===== config.mk =====
export PLATFORM = sky130hd
export DESIGN_NAME = rtc_status_irq
export DESIGN_NICKNAME = d
export VERILOG_FILES = /design/src/rtl/rtc_status_pkg.sv /design/src/rtl/rtc_flag_cell.sv /design/src/rtl/rtc_irq_route.sv /design/src/rtl/rtc_status_irq.sv
export SDC_FILE = /design/constraint.sdc
export NUM_CORES = 1
export LEC_CHECK = 0
export BUFFER_PORTS_ARGS = -buffer_cell sky130_fd_sc_hd__buf_2
export CAP_MARGIN = 15
export CORE_AREA = 3 3 40 42
export DETAILED_ROUTE_END_ITERATION = 10
export DIE_AREA = 0 0 43 45
export PLACE_DENSITY = 0.41
export RECOVER_POWER = 50
export REMOVE_ABC_BUFFERS = 1
export SYNTH_ARGS = -nofsm -noshare
export SYNTH_HDL_FRONTEND = slang
export SYNTH_SLANG_ARGS = --single-unit

===== constraint.sdc =====
create_clock -name clk -period 0.9 [get_ports clk]
set_input_delay 0.09 -clock clk [delete_from_list [all_inputs] [get_ports clk]]
set_output_delay 0.09 -clock clk [all_outputs]
set_load 0.05 [all_outputs]

===== src/rtl/rtc_status_pkg.sv =====
package rtc_status_pkg;
    typedef enum logic {
        FLAG_IDLE   = 1'b0,
        FLAG_RAISED = 1'b1
    } flag_state_e;

    typedef enum logic {
        ROUTE_SHARED = 1'b0,
        ROUTE_SPLIT  = 1'b1
    } a2_route_e;

    localparam int unsigned NUM_ALARMS = 2;
endpackage


===== src/rtl/rtc_flag_cell.sv =====
module rtc_flag_cell
    import rtc_status_pkg::*;
#(
    parameter bit RESET_RAISED = 1'b0
) (
    input  logic clk,
    input  logic rst_n,
    input  logic set_i,
    input  logic clr_i,
    output logic raised_o
);
    localparam flag_state_e RESET_STATE = RESET_RAISED ? FLAG_RAISED : FLAG_IDLE;

    flag_state_e state_q, state_nx;

    // state register
    always_ff @(posedge clk or negedge rst_n) begin
        if (!rst_n) state_q <= RESET_STATE;
        else        state_q <= state_nx;
    end

    // next state: set pulse wins over a clearing write
    always_comb begin
        state_nx = state_q;
        unique case (state_q)
            FLAG_IDLE:   if (set_i)           state_nx = FLAG_RAISED;
            FLAG_RAISED: if (clr_i && !set_i) state_nx = FLAG_IDLE;
            default:                          state_nx = RESET_STATE;
        endcase
    end

    // outputs
    always_comb begin
        raised_o = (state_q == FLAG_RAISED);
    end

    a_r6_set_wins: assert property (@(posedge clk) disable iff (!rst_n)
        set_i |=> raised_o);
    a_r4_sticky: assert property (@(posedge clk) disable iff (!rst_n)
        (raised_o && !clr_i) |=> raised_o);
    a_r5_no_write_set: assert property (@(posedge clk) disable iff (!rst_n)
        (!raised_o && !set_i) |=> !raised_o);
endmodule


===== src/rtl/rtc_irq_route.sv =====
module rtc_irq_route
    import rtc_status_pkg::*;
(
    input  logic a1_flag_i,
    input  logic a2_flag_i,
    input  logic a1_en_i,
    input  logic a2_en_i,
    input  logic route_i,
    output logic irq_a_n_o,
    output logic irq_b_n_o
);
    a2_route_e route;
    logic a1_req, a2_req;

    always_comb begin
        route  = a2_route_e'(route_i);
        a1_req = a1_flag_i & a1_en_i;
        a2_req = a2_flag_i & a2_en_i;
        unique case (route)
            ROUTE_SHARED: begin
                irq_a_n_o = !(a1_req || a2_req);
                irq_b_n_o = 1'b1;
            end
            ROUTE_SPLIT: begin
                irq_a_n_o = !a1_req;
                irq_b_n_o = !a2_req;
            end
            default: begin
                irq_a_n_o = 1'b1;
                irq_b_n_o = 1'b1;
            end
        endcase
    end
endmodule


===== src/rtl/rtc_status_irq.sv =====
module rtc_status_irq
    import rtc_status_pkg::*;
#(
    parameter int unsigned STATUS_W = 8,
    parameter int unsigned OSC_BIT  = 7
) (
    input  logic                clk,
    input  logic                rst_n,
    input  logic                osc_halt_i,
    input  logic                alarm1_hit_i,
    input  logic                alarm2_hit_i,
    input  logic                a1_irq_en_i,
    input  logic                a2_irq_en_i,
    input  logic                a2_to_b_i,
    input  logic                wr_en_i,
    input  logic [STATUS_W-1:0] wr_data_i,
    output logic [STATUS_W-1:0] status_o,
    output logic                irq_a_n_o,
    output logic                irq_b_n_o
);
    logic [NUM_ALARMS-1:0] alarm_hit;
    logic [NUM_ALARMS-1:0] alarm_flag;
    logic                  osc_flag;

    assign alarm_hit = {alarm2_hit_i, alarm1_hit_i};

    // alarm flag n lives at status bit n
    for (genvar g = 0; g < NUM_ALARMS; g++) begin : g_alarm
        rtc_flag_cell #(.RESET_RAISED(1'b0)) u_cell (
            .clk      (clk),
            .rst_n    (rst_n),
            .set_i    (alarm_hit[g]),
            .clr_i    (wr_en_i && !wr_data_i[g]),
            .raised_o (alarm_flag[g])
        );
    end

    rtc_flag_cell #(.RESET_RAISED(1'b1)) u_osc_cell (
        .clk      (clk),
        .rst_n    (rst_n),
        .set_i    (osc_halt_i),
        .clr_i    (wr_en_i && !wr_data_i[OSC_BIT]),
        .raised_o (osc_flag)
    );

    always_comb begin
        status_o                   = '0;
        status_o[NUM_ALARMS-1:0]   = alarm_flag;
        status_o[OSC_BIT]          = osc_flag;
    end

    rtc_irq_route u_route (
        .a1_flag_i (alarm_flag[0]),
        .a2_flag_i (alarm_flag[1]),
        .a1_en_i   (a1_irq_en_i),
        .a2_en_i   (a2_irq_en_i),
        .route_i   (a2_to_b_i),
        .irq_a_n_o (irq_a_n_o),
        .irq_b_n_o (irq_b_n_o)
    );

    a_r8_b_idle_when_shared: assert property (@(posedge clk) disable iff (!rst_n)
        !a2_to_b_i |-> irq_b_n_o);
    a_r7_alarm1_on_a: assert property (@(posedge clk) disable iff (!rst_n)
        (status_o[0] && a1_irq_en_i) |-> !irq_a_n_o);
    a_r3_alarm2_sets: assert property (@(posedge clk) disable iff (!rst_n)
        alarm2_hit_i |=> status_o[1]);
    a_r10_osc_no_irq: assert property (@(posedge clk) disable iff (!rst_n)
        (status_o[1:0] == 2'b00) |-> (irq_a_n_o && irq_b_n_o));
endmodule


; Word-level counts from Yosys, hierarchy flattened
; Cells that the tools add are included.
[op_classes]
n_reduce_logical = 16
n_shift = 0
n_addsub = 0
eq_ne = 0
mux = 11
n_lt_le_gt_ge = 0
n_bitwise = 6
n_mul = 0
div_mod_pow = 0
[ops]
columns = cell, n
row1 = $pmux 1 s2, 5
row2 = $logic_not 1->1, 9
row3 = $logic_and 1x1->1, 6
row4 = $mux 1, 6
row5 = $not 1->1, 4
row6 = $and 1x1->1, 2
row7 = $logic_or 1x1->1, 1
[totals]
memories = 0
mem_bits_ro = 0
latchBits = 0
inputBits = 17
output_inout_bits = 10
wordCells = 36
ff_bits = 3
ram_bits = 0

; Logic depth before layout (Yosys ltp)
; Gate-level depths: netlist (run 1).
[depth]
depth_word = 5
ltp_mapped = 2
ltp_nobuf = 2

; Modules after synthesis
; From an unflattened synthesis (run 1), not the netlist that was laid out.
[hier_totals]
cells_unflattened = 22
area_unflattened_um2 = 201.4
[by_module_without_submodules]
columns = mod, area_per_inst_um2, seq_area_each_um2, instances, cells_per_inst
row1 = rtc_flag_cell at g_alarm[0].u_cell ..., 36.3, 25.0, 2, 3
row2 = rtc_status_irq, 67.6, 0.0, 1, 10
row3 = rtc_flag_cell at u_osc_cell, 37.5, 26.3, 1, 3
row4 = rtc_irq_route, 23.8, 0.0, 1, 3

; Worst setup path after synthesis (run 1)
; Ideal clock, no wire load.
[synth_path]
kind = register to output
startpoint = register g_alarm[1].u_cell.state_q
endpoint = output port irq_a_n_o
t_arrival_ns = 1.288
path_stages_with_launch = 3
n_path_buf = 0
t_required_ns = 0.810
setup_slack_ns = -0.478
cell_sequence = dfrtp_1 -> nand2_1 -> a2bb2oi_1
[synth_via]
elab_chain_len = 4
[synth_lines]
columns = item, line
row1 = "start, declared", rtc_flag_cell.sv:14  ; flag_state_e state_q, state_nx;
row2 = "start signal, assigned", rtc_flag_cell.sv:19  ; else state_q <= state_nx;
row3 = $and 1x1->1, rtc_irq_route.sv:18  ; a2_req = a2_flag_i & a2_en_i;
row4 = $logic_or 1x1->1, rtc_irq_route.sv:21  ; irq_a_n_o = !(a1_req || a2_req);
row5 = $logic_not 1->1, rtc_irq_route.sv:21
row6 = $pmux 1 s2, rtc_irq_route.sv:19  ; unique case (route)
row7 = "end, declared", rtc_status_irq.sv:18  ; output logic irq_a_n_o,
; Every way passes these cells.

; Worst setup path in the final report (run 1)
[layout_path]
startpoint = register g_alarm[1].u_cell.state_q
endpoint = output port irq_b_n_o
[layout_via]
elab_chain_len = 3
[layout_lines]
columns = item, line
row1 = $and 1x1->1, rtc_irq_route.sv:18
row2 = $logic_not 1->1, rtc_irq_route.sv:26  ; irq_b_n_o = !a2_req;
row3 = $pmux 1 s2, rtc_irq_route.sv:19
row4 = "end, declared", rtc_status_irq.sv:19  ; output logic irq_b_n_o
; Every way passes these cells.

==> flow_summary.toml, run 1 <==
[logic_synthesis]
yosysSeqAreaShare = 0.384
syn-cell-area_sq_um = 199
synthCells = 21
ys_warn_count = 0
yosysUniqueCellTypes = 9
ys_ff_latch = 3
syn_area_per_cell_sq_um = 9.47

[route]
viasPerCell = 3.59
drc = 0
drtPass1Iterations = 2
drt_iter0_drc = 1
drtAntennaViolNets = 0
totalWireLength_um = 509
wl_per_cell_um = 9.09
vias = 201

[run]
max_cap_viol_count = 0

[placed_design]
post-dp-hpwl_um = 373
gp_congestion = 0.622
portBuffers = 16
place_area_sq_um = 268

[die]
boundaryPins = 27
rows = 13
initial_core_util = 0.155
dieArea_sq_um = 1940
core_area_sq_um = 1280
die_width_um = 43
dieHeight_um = 45

[setup_path]
crit_path_end_kind = "primary output"
worstSetupPathType = "flop to primary output"
worstReg2RegStart = "g_alarm[0].u_cell.raised_o"
cp-start-kind = "flop"
crit_arrival_ns = 0.99
crit_fanout = 3
worst-r2r-cell-count = 3
cp.required_ns = 0.81
r2r_end = "g_alarm[0].u_cell.raised_o"
rrSetupSlack_ns = 0.01
critPathLaunch = "g_alarm[1].u_cell.raised_o"

[cts]
cts_buffers = 3
cts_sinks = 3
cts_root_buf = "clkbuf_4"
clk_pin_slew_ns = 0.04
clkLatencyLatePin_ns = 0.23
cts_tree = "yes"
cts_max_level = 1
cts_buffer_depth = 2

[timing]
period_needed_ns = 1.08
rsz0062_at_grt = "yes"
holdWs_ns = 0.0327
final-setup-viol-count = 5
fmax_mhz = 927
drv_slew = 0
finalSetupTns_ns = -0.647
period_share = 1.20
fin_ws_ns = -0.179
finClkSkew_ns = 0
report.final.hold_viol_count = 0

[global_route]
grt_overflow = 0
grt_pass1_wl_um = 779
grt_usage = 0.0618
grt_pass1_vias = 190
grt_max_degree = 4
antenna_found_initial = 0

[run_status]
violations = "setup timing"
status = "finished with violations"

[min_path]
min-delay-start = "osc_halt_i"
hold_class = "input pin to flop"
min_to = "u_osc_cell.raised_o"
whs_path_depth = 2

[pwr]
ir_drop_uv = 476
pwr_density_cell_nw_per_um2 = 1660
p_leak_nw = 0.187

[cells_and_area]
area_delta_synth_final_pct = 88.1
drive_above_1_share = 0.610
nets = 59
fin_area_sq_um = 374
diodes = 0
Yosys cell counts (all sizes together):
| master | number | share of area |
|---|---|---|
| dfrtp | 2 | 0.25 |
| dfstp | 1 | 0.13 |
| a2bb2oi | 1 | 0.044 |
| buf | 8 | 0.30 |
| a21o | 3 | 0.11 |
| nand2 | 1 | 0.019 |
| conb | 1 | 0.019 |
| nand3 | 1 | 0.025 |
| nand2b | 3 | 0.094 |
how the worst max path moves through the flow:
stage	to	slack, ns
floorplan	irq_a_n_o	-0.74
global placement	irq_a_n_o	-0.03
detailed placement	irq_a_n_o	-0.04
CTS	irq_a_n_o	-0.20
global route	irq_a_n_o	-0.24
finish	irq_b_n_o	-0.18
critical path: stages, from the launching register on:
cell	delay, ns
dfrtp_1	0.38
buf_4	0.16
nand3_2	0.07
buf_6	0.15
routing by layer:
layer	up-vias	routed length (um)	GRT usage
met5	-	0	0
met4	0	14	0.0904
met3	2	117	0.0398
met2	21	201	0.0659
met1	84	176	0.0657
li1	94	-	-
per-stage QoR:
stage               setup slack, ns  power (mW)  instances  utilization
floorplan                    -0.737       0.276         17            -
global placement            -0.0348       0.329         50        0.208
detailed placement          -0.0391       0.329         50        0.208
CTS                          -0.199       0.631         56        0.284
global route                 -0.236       0.652         56        0.291
finish                       -0.179       0.622         56        0.291
sequential cells by signal (all words and copies together) (netlist names):
register / cells
g_alarm.u_cell.raised_o: 2
u_osc_cell.raised_o: 1
cell type report:
| type | instances | area [sq um] |
|---|---|---|
| multi-input combinational | 14 | 91.3 |
| sequential | 3 | 76.3 |
| clock buffer | 4 | 26.3 |
| timing repair buffer | 20 | 161 |
| tap | 15 | 18.8 |
| fill | 134 | 911 |
power breakdown:
part	total (mW)	switching [mW]	internal, mW
Clock	0.243	0.0760	0.167
Sequential	0.154	0.00723	0.147
Combinational	0.226	0.138	0.0876
Total	0.622	0.221	0.401
repair_timing:
item,4_1_cts,5_1_grt
pin swaps,2,2
buffers inserted,1,0
hold buffers,1,0
endpoints found under the hold margin,3,0
endpoints found under the setup margin,5,6
resized for setup,15,3
placed cells by master, fill, tap and decap left out:
master / netlist / layout
buf_2: 0 / 10
conb_1: 1 / 5
buf_6: 0 / 4
nand2b_1: 3 / 3
a21o_1: 3 / 3
clkbuf_4: 0 / 3
buf_8: 0 / 3
clkbuf_1: 0 / 2
dfrtp_1: 2 / 2
nand3_2: 0 / 1
nand2_2: 0 / 1
a2bb2oi_2: 0 / 1
dlygate4sd3_1: 0 / 1
buf_4: 8 / 1
dfstp_2: 1 / 1
logic make-up after synthesis:
family / after synthesis / share of synthesized area
AOI/OAI and AO/OA: 4 / 0.157
buffers and inverters: 8 / 0.302
DFF: 3 / 0.384
other: 1 / 0.0188
and+or+nand+nor: 5 / 0.138
Power figures use the tool's default switching activity.
==> run 2: changes to the inputs <==
--- a/config.mk
+++ b/config.mk
@@ -9,4 +9,5 @@
 export CAP_MARGIN = 15
 export CORE_AREA = 3 3 40 42
+export CTS_CLUSTER_SIZE = 25
 export DETAILED_ROUTE_END_ITERATION = 10
 export DIE_AREA = 0 0 43 45
==> constraint.sdc (replaced) <==
create_clock -name clk -period 0.9 [get_ports clk]
set_input_delay 0.045 -clock clk [delete_from_list [all_inputs] [get_ports clk]]
set_output_delay 0.045 -clock clk [all_outputs]
set_load 0.05 [all_outputs]
==> flow_summary.toml, run 2 (synthesized netlist as in run 1, its figures left out) <==
[global_route]
grt_pass1_wl_um = 772
antenna_found_initial = 0
grt_pass1_vias = 183
grt_overflow = 0
grt_max_degree = 4
grt_usage = 0.0584

[setup_path]
cp_top_family = "flip-flops"
worstSetupPathType = "flop to primary output"
r2r_end = "u_osc_cell.raised_o"
cp.required_ns = 0.85
worstReg2RegStart = "u_osc_cell.raised_o"
worst-path-buf-inv = 2
cp_slowest_stage_delay_ns = 0.38
crit_arrival_ns = 0.98
rrSetupSlack_ns = 0.09
cpMaxStageDelayCell = "dfrtp_1"
cp-start-kind = "flop"
worst-r2r-cell-count = 2
crit_path_end_kind = "primary output"
path_cells = "buf_4 -> nand3_2 -> buf_6"
crit_fanout = 3

[min_path]
hold_class = "input pin to flop"
min_to = "g_alarm[0].u_cell.raised_o"
whs_path_depth = 3
min-delay-start = "wr_data_i[0]"

[timing]
final-setup-viol-count = 4
report.final.hold_viol_count = 0
period_needed_ns = 1.03
fmax_mhz = 972
period_share = 1.14
finalSetupTns_ns = -0.373
finClkSkew_ns = 0
rsz0062_at_grt = "yes"
drv_slew = 0
fin_ws_ns = -0.129

[die]
initial_core_util = 0.155
boundaryPins = 27
rows = 13
dieHeight_um = 45
dieArea_sq_um = 1940
die_width_um = 43
core_area_sq_um = 1280

[placed_design]
portBuffers = 16
dp_cells = 49
gp_congestion = 0.609

[pwr]
pwr-share-seq = 0.255
ir_drop_uv = 607
clockPowerShare = 0.385
power.internal_mw = 0.397
power_frac_comb = 0.360
swShare = 0.350
p_sw_mw = 0.214
pwr_density_cell_nw_per_um2 = 1600
p_leak_nw = 0.189

[cells_and_area]
area_delta_synth_final_pct = 91.8
n_fill_cell = 141
drive_above_1_share = 0.558
largest_reg_flops = 2
ff_latch_area_sq_um = 76.3
diodes = 0
multiInputGateArea_sq_um = 91.3
finalNonFillerCells = 58
final_common_cell = "buf_2"
nets = 61
layout_common_cells = "buf_2 (10), conb_1 (5), dlygate4sd3_1 (4), buf_6 (4)"

[cts]
cts_buffers = 3
cts_sinks = 3
cts_tree = "yes"
clkLatencyLatePin_ns = 0.23
cts_max_level = 1
cts_root_buf = "clkbuf_4"
clk_pin_slew_ns = 0.04
cts_buffer_depth = 2

[route]
drtAntennaViolNets = 0
drc = 0
totalWireLength_um = 526
drt_iter0_drc = 0
vias = 207
drtPass1Iterations = 1
viasPerCell = 3.57
wl_per_cell_um = 9.07

[run]
max_cap_viol_count = 0

[run_status]
violations = "setup timing"
status = "finished with violations"
run 2: cell count changes in the layout (fill, tap and decap cells not counted), sizes merged:
cell / change
buf: -1
dlygate4sd3: +3
run 2: layout make-up:
| type | instances | share of cell area |
|---|---|---|
| sequential | 3 | 0.200 |
| multi-input combinational | 14 | 0.239 |
| clock buffer | 4 | 0.0689 |
| timing repair buffer | 22 | 0.443 |
| tap | 15 | 0.0492 |
run 2: layer usage:
layer | global-route usage | wire (um)
met5 | 0 | 0
met3 | 0.0398 | 103
met4 | 0.0361 | 0
met1 | 0.0680 | 207
met2 | 0.0778 | 216
run 2: through the flow:
stage	total power [mW]	instance area, sq um	util	hold slack, ns	worst slack (ns)
after floorplan	0.276	154	-	-0.251	-0.692
after global placement	0.325	260	0.203	-0.150	0.0151
after detailed placement	0.325	260	0.203	-0.153	0.00441
after CTS	0.613	360	0.280	0.102	-0.155
after global routing	0.658	382	0.297	0.125	-0.204
final	0.611	382	0.297	0.108	-0.129
run 2: worst register-to-register path, delay by kind of cell, from the launching register on:
family                 cells  cell delay [ns]
AO/OA/AOI/OAI              1             0.10
buffers and inverters      1             0.11
flip-flops                 1             0.55
run 2: how the worst max path moves through the flow:
stage / endpoint / slack (ns) / cells past startpoint / from
floorplan: irq_a_n_o / -0.69 / 2 / g_alarm[1].u_cell.raised_o
global placement: irq_a_n_o / 0.02 / 3 / g_alarm[1].u_cell.raised_o
detailed placement: irq_a_n_o / 0.004 / 3 / g_alarm[1].u_cell.raised_o
CTS: irq_a_n_o / -0.15 / 3 / g_alarm[1].u_cell.raised_o
global route: irq_a_n_o / -0.20 / 3 / g_alarm[1].u_cell.raised_o
finish: irq_b_n_o / -0.13 / 3 / g_alarm[1].u_cell.raised_o
run 2: timing repair:
| item | 4_1_cts | 5_1_grt |
|---|---|---|
| gates cloned | 0 | 0 |
| gates resized for setup | 10 | 4 |
| endpoints found under the hold margin | 6 | 0 |
| setup buffers | 0 | 1 |
| hold buffers | 4 | 0 |
| pin swaps | 2 | 1 |
| setup endpoints to repair | 5 | 5 |
run 2: power groups by stage:
stage	clock (mW)	combinational, mW	sequential, mW
after CTS	0.250	0.209	0.154
after global placement	0	0.172	0.153
final	0.235	0.220	0.156
after global routing	0.269	0.232	0.157
after detailed placement	0	0.171	0.154
after floorplan	0	0.0890	0.187
==> run 3: changes to the inputs <==
- CELL_PAD_IN_SITES_DETAIL_PLACEMENT: default -> 1
- CELL_PAD_IN_SITES_GLOBAL_PLACEMENT: default -> 1
- MAX_ROUTING_LAYER: default -> met4
- PLACE_DENSITY: 0.41 -> 0.61
==> flow_summary.toml, run 3 (synthesized netlist as in run 1, its figures left out) <==
[pwr]
clockPowerShare = 0.379
swShare = 0.351
p_sw_mw = 0.222
ir_drop_uv = 338
p_leak_nw = 0.200
power.internal_mw = 0.410
pwr-share-seq = 0.245
pwr_density_cell_nw_per_um2 = 1560
power_frac_comb = 0.376

[timing]
finClkSkew_ns = 0
report.final.hold_viol_count = 0
fin_ws_ns = -0.135
drv_slew = 0
fmax_mhz = 966
rsz0062_at_grt = "yes"
final-setup-viol-count = 5
period_needed_ns = 1.03
period_share = 1.15
holdWs_ns = 0.106

[setup_path]
path_cells = "buf_4 -> nand3_2 -> buf_6"
crit_arrival_ns = 0.99
crit_fanout = 3
cpMaxStageDelayCell = "dfrtp_1"
cp_slowest_stage_delay_ns = 0.38
crit_path_end_kind = "primary output"
rrSetupSlack_ns = 0.02
cp.required_ns = 0.85
worstSetupPathType = "flop to primary output"
cp-start-kind = "flop"

[cells_and_area]
diodes = 0
nets = 62
utilization = 0.315
largest_reg_flops = 2
fin_area_sq_um = 404
area_delta_synth_final_pct = 103
drive_above_1_share = 0.568
final_common_cell = "buf_2"
layout_common_cells = "buf_2 (10), conb_1 (5), dlygate4sd3_1 (4), buf_6 (4)"

[min_path]
hold_class = "input pin to flop"

[route]
drc = 0
drtPass1Iterations = 4
totalWireLength_um = 598
wl_met1_um = 215
vias = 217
wl_per_cell_um = 10.1
top_layer = "met4"
dr_wl_met2_um = 243
wl_met3_um = 123
drtAntennaViolNets = 0
drt_iter0_drc = 2
viasPerCell = 3.68

[run_status]
status = "finished with violations"
violations = "setup timing"

[die]
boundaryPins = 27
core_area_sq_um = 1280
dieArea_sq_um = 1940
dieHeight_um = 45
die_width_um = 43
initial_core_util = 0.155
rows = 13

[global_route]
grt_overflow = 0
grt_max_degree = 4
grt_pass1_wl_um = 959
antenna_found_initial = 0
grt_usage = 0.0765
grt_pass1_vias = 250

[cts]
clk_pin_slew_ns = 0.04
cts_root_buf = "clkbuf_4"
cts_buffer_depth = 2
cts_sinks = 3
cts_max_level = 1
clkLatencyLatePin_ns = 0.23
cts_buffers = 3
cts_tree = "yes"

[placed_design]
portBuffers = 16
gp_congestion = 0.658
place_area_sq_um = 268

[run]
max_cap_viol_count = 0
[run 3: final timing paths]
check,from,to,depth (start not counted)
worst max-delay path,g_alarm[1].u_cell.raised_o,irq_b_n_o,3
worst min-delay path,wr_data_i[1],g_alarm[1].u_cell.raised_o,3
worst max register to register,g_alarm[0].u_cell.raised_o,g_alarm[0].u_cell.raised_o,3
worst min register to register,u_osc_cell.raised_o,u_osc_cell.raised_o,1
max in group asynchronous,rst_n,u_osc_cell.raised_o,2
min in group asynchronous,rst_n,g_alarm[0].u_cell.raised_o,2
[run 3: stage by stage]
stage               setup WS (ns)  power [mW]  cells  TNS (ns)
finish                     -0.135       0.631     59    -0.434
global route               -0.176       0.658     59    -0.607
CTS                        -0.150       0.635     59    -0.454
detailed placement      0.0000458       0.332     50         0
global placement          0.00935       0.331     50         0
floorplan                  -0.692       0.276     17    -0.998
[run 3: metal layers]
metal  vias to the layer above  global-route usage
li1                        100                   -
met1                        95              0.0678
met2                        20               0.105
met3                         2              0.0438
met4                         0              0.0904
met5                         -                   -
[run 3: critical path, delay by kind of cell (launching register included)]
| family | cells | cell delay [ns] |
|---|---|---|
| flops | 1 | 0.38 |
| buf+inv | 2 | 0.31 |
| simple gates | 1 | 0.07 |
[run 3: timing repair]
item	4_1_cts	5_1_grt
hold buffers	4	0
gates cloned	0	0
pin swaps	1	0
gates resized for setup	15	3
setup buffers	1	0
endpoints found under the setup margin	5	6
endpoints found under the hold margin	6	0
[run 3: final cells by class]
cell class | instances | area [sq um]
clock buffers | 4 | 26.3
fillers | 156 | 881
multi-input cells | 14 | 91.3
flip-flops and latches | 3 | 76.3
well taps | 15 | 18.8
repair buffers | 23 | 191
[run 3: power groups by stage]
| stage | combinational, mW | sequential [mW] | clock [mW] |
|---|---|---|---|
| 2_1_floorplan | 0.0890 | 0.187 | 0 |
| 3_3_place_gp | 0.178 | 0.153 | 0 |
| 3_5_place_dp | 0.178 | 0.153 | 0 |
| 4_1_cts | 0.231 | 0.154 | 0.249 |
| 5_1_grt | 0.249 | 0.156 | 0.253 |
| 6_report | 0.237 | 0.155 | 0.239 |
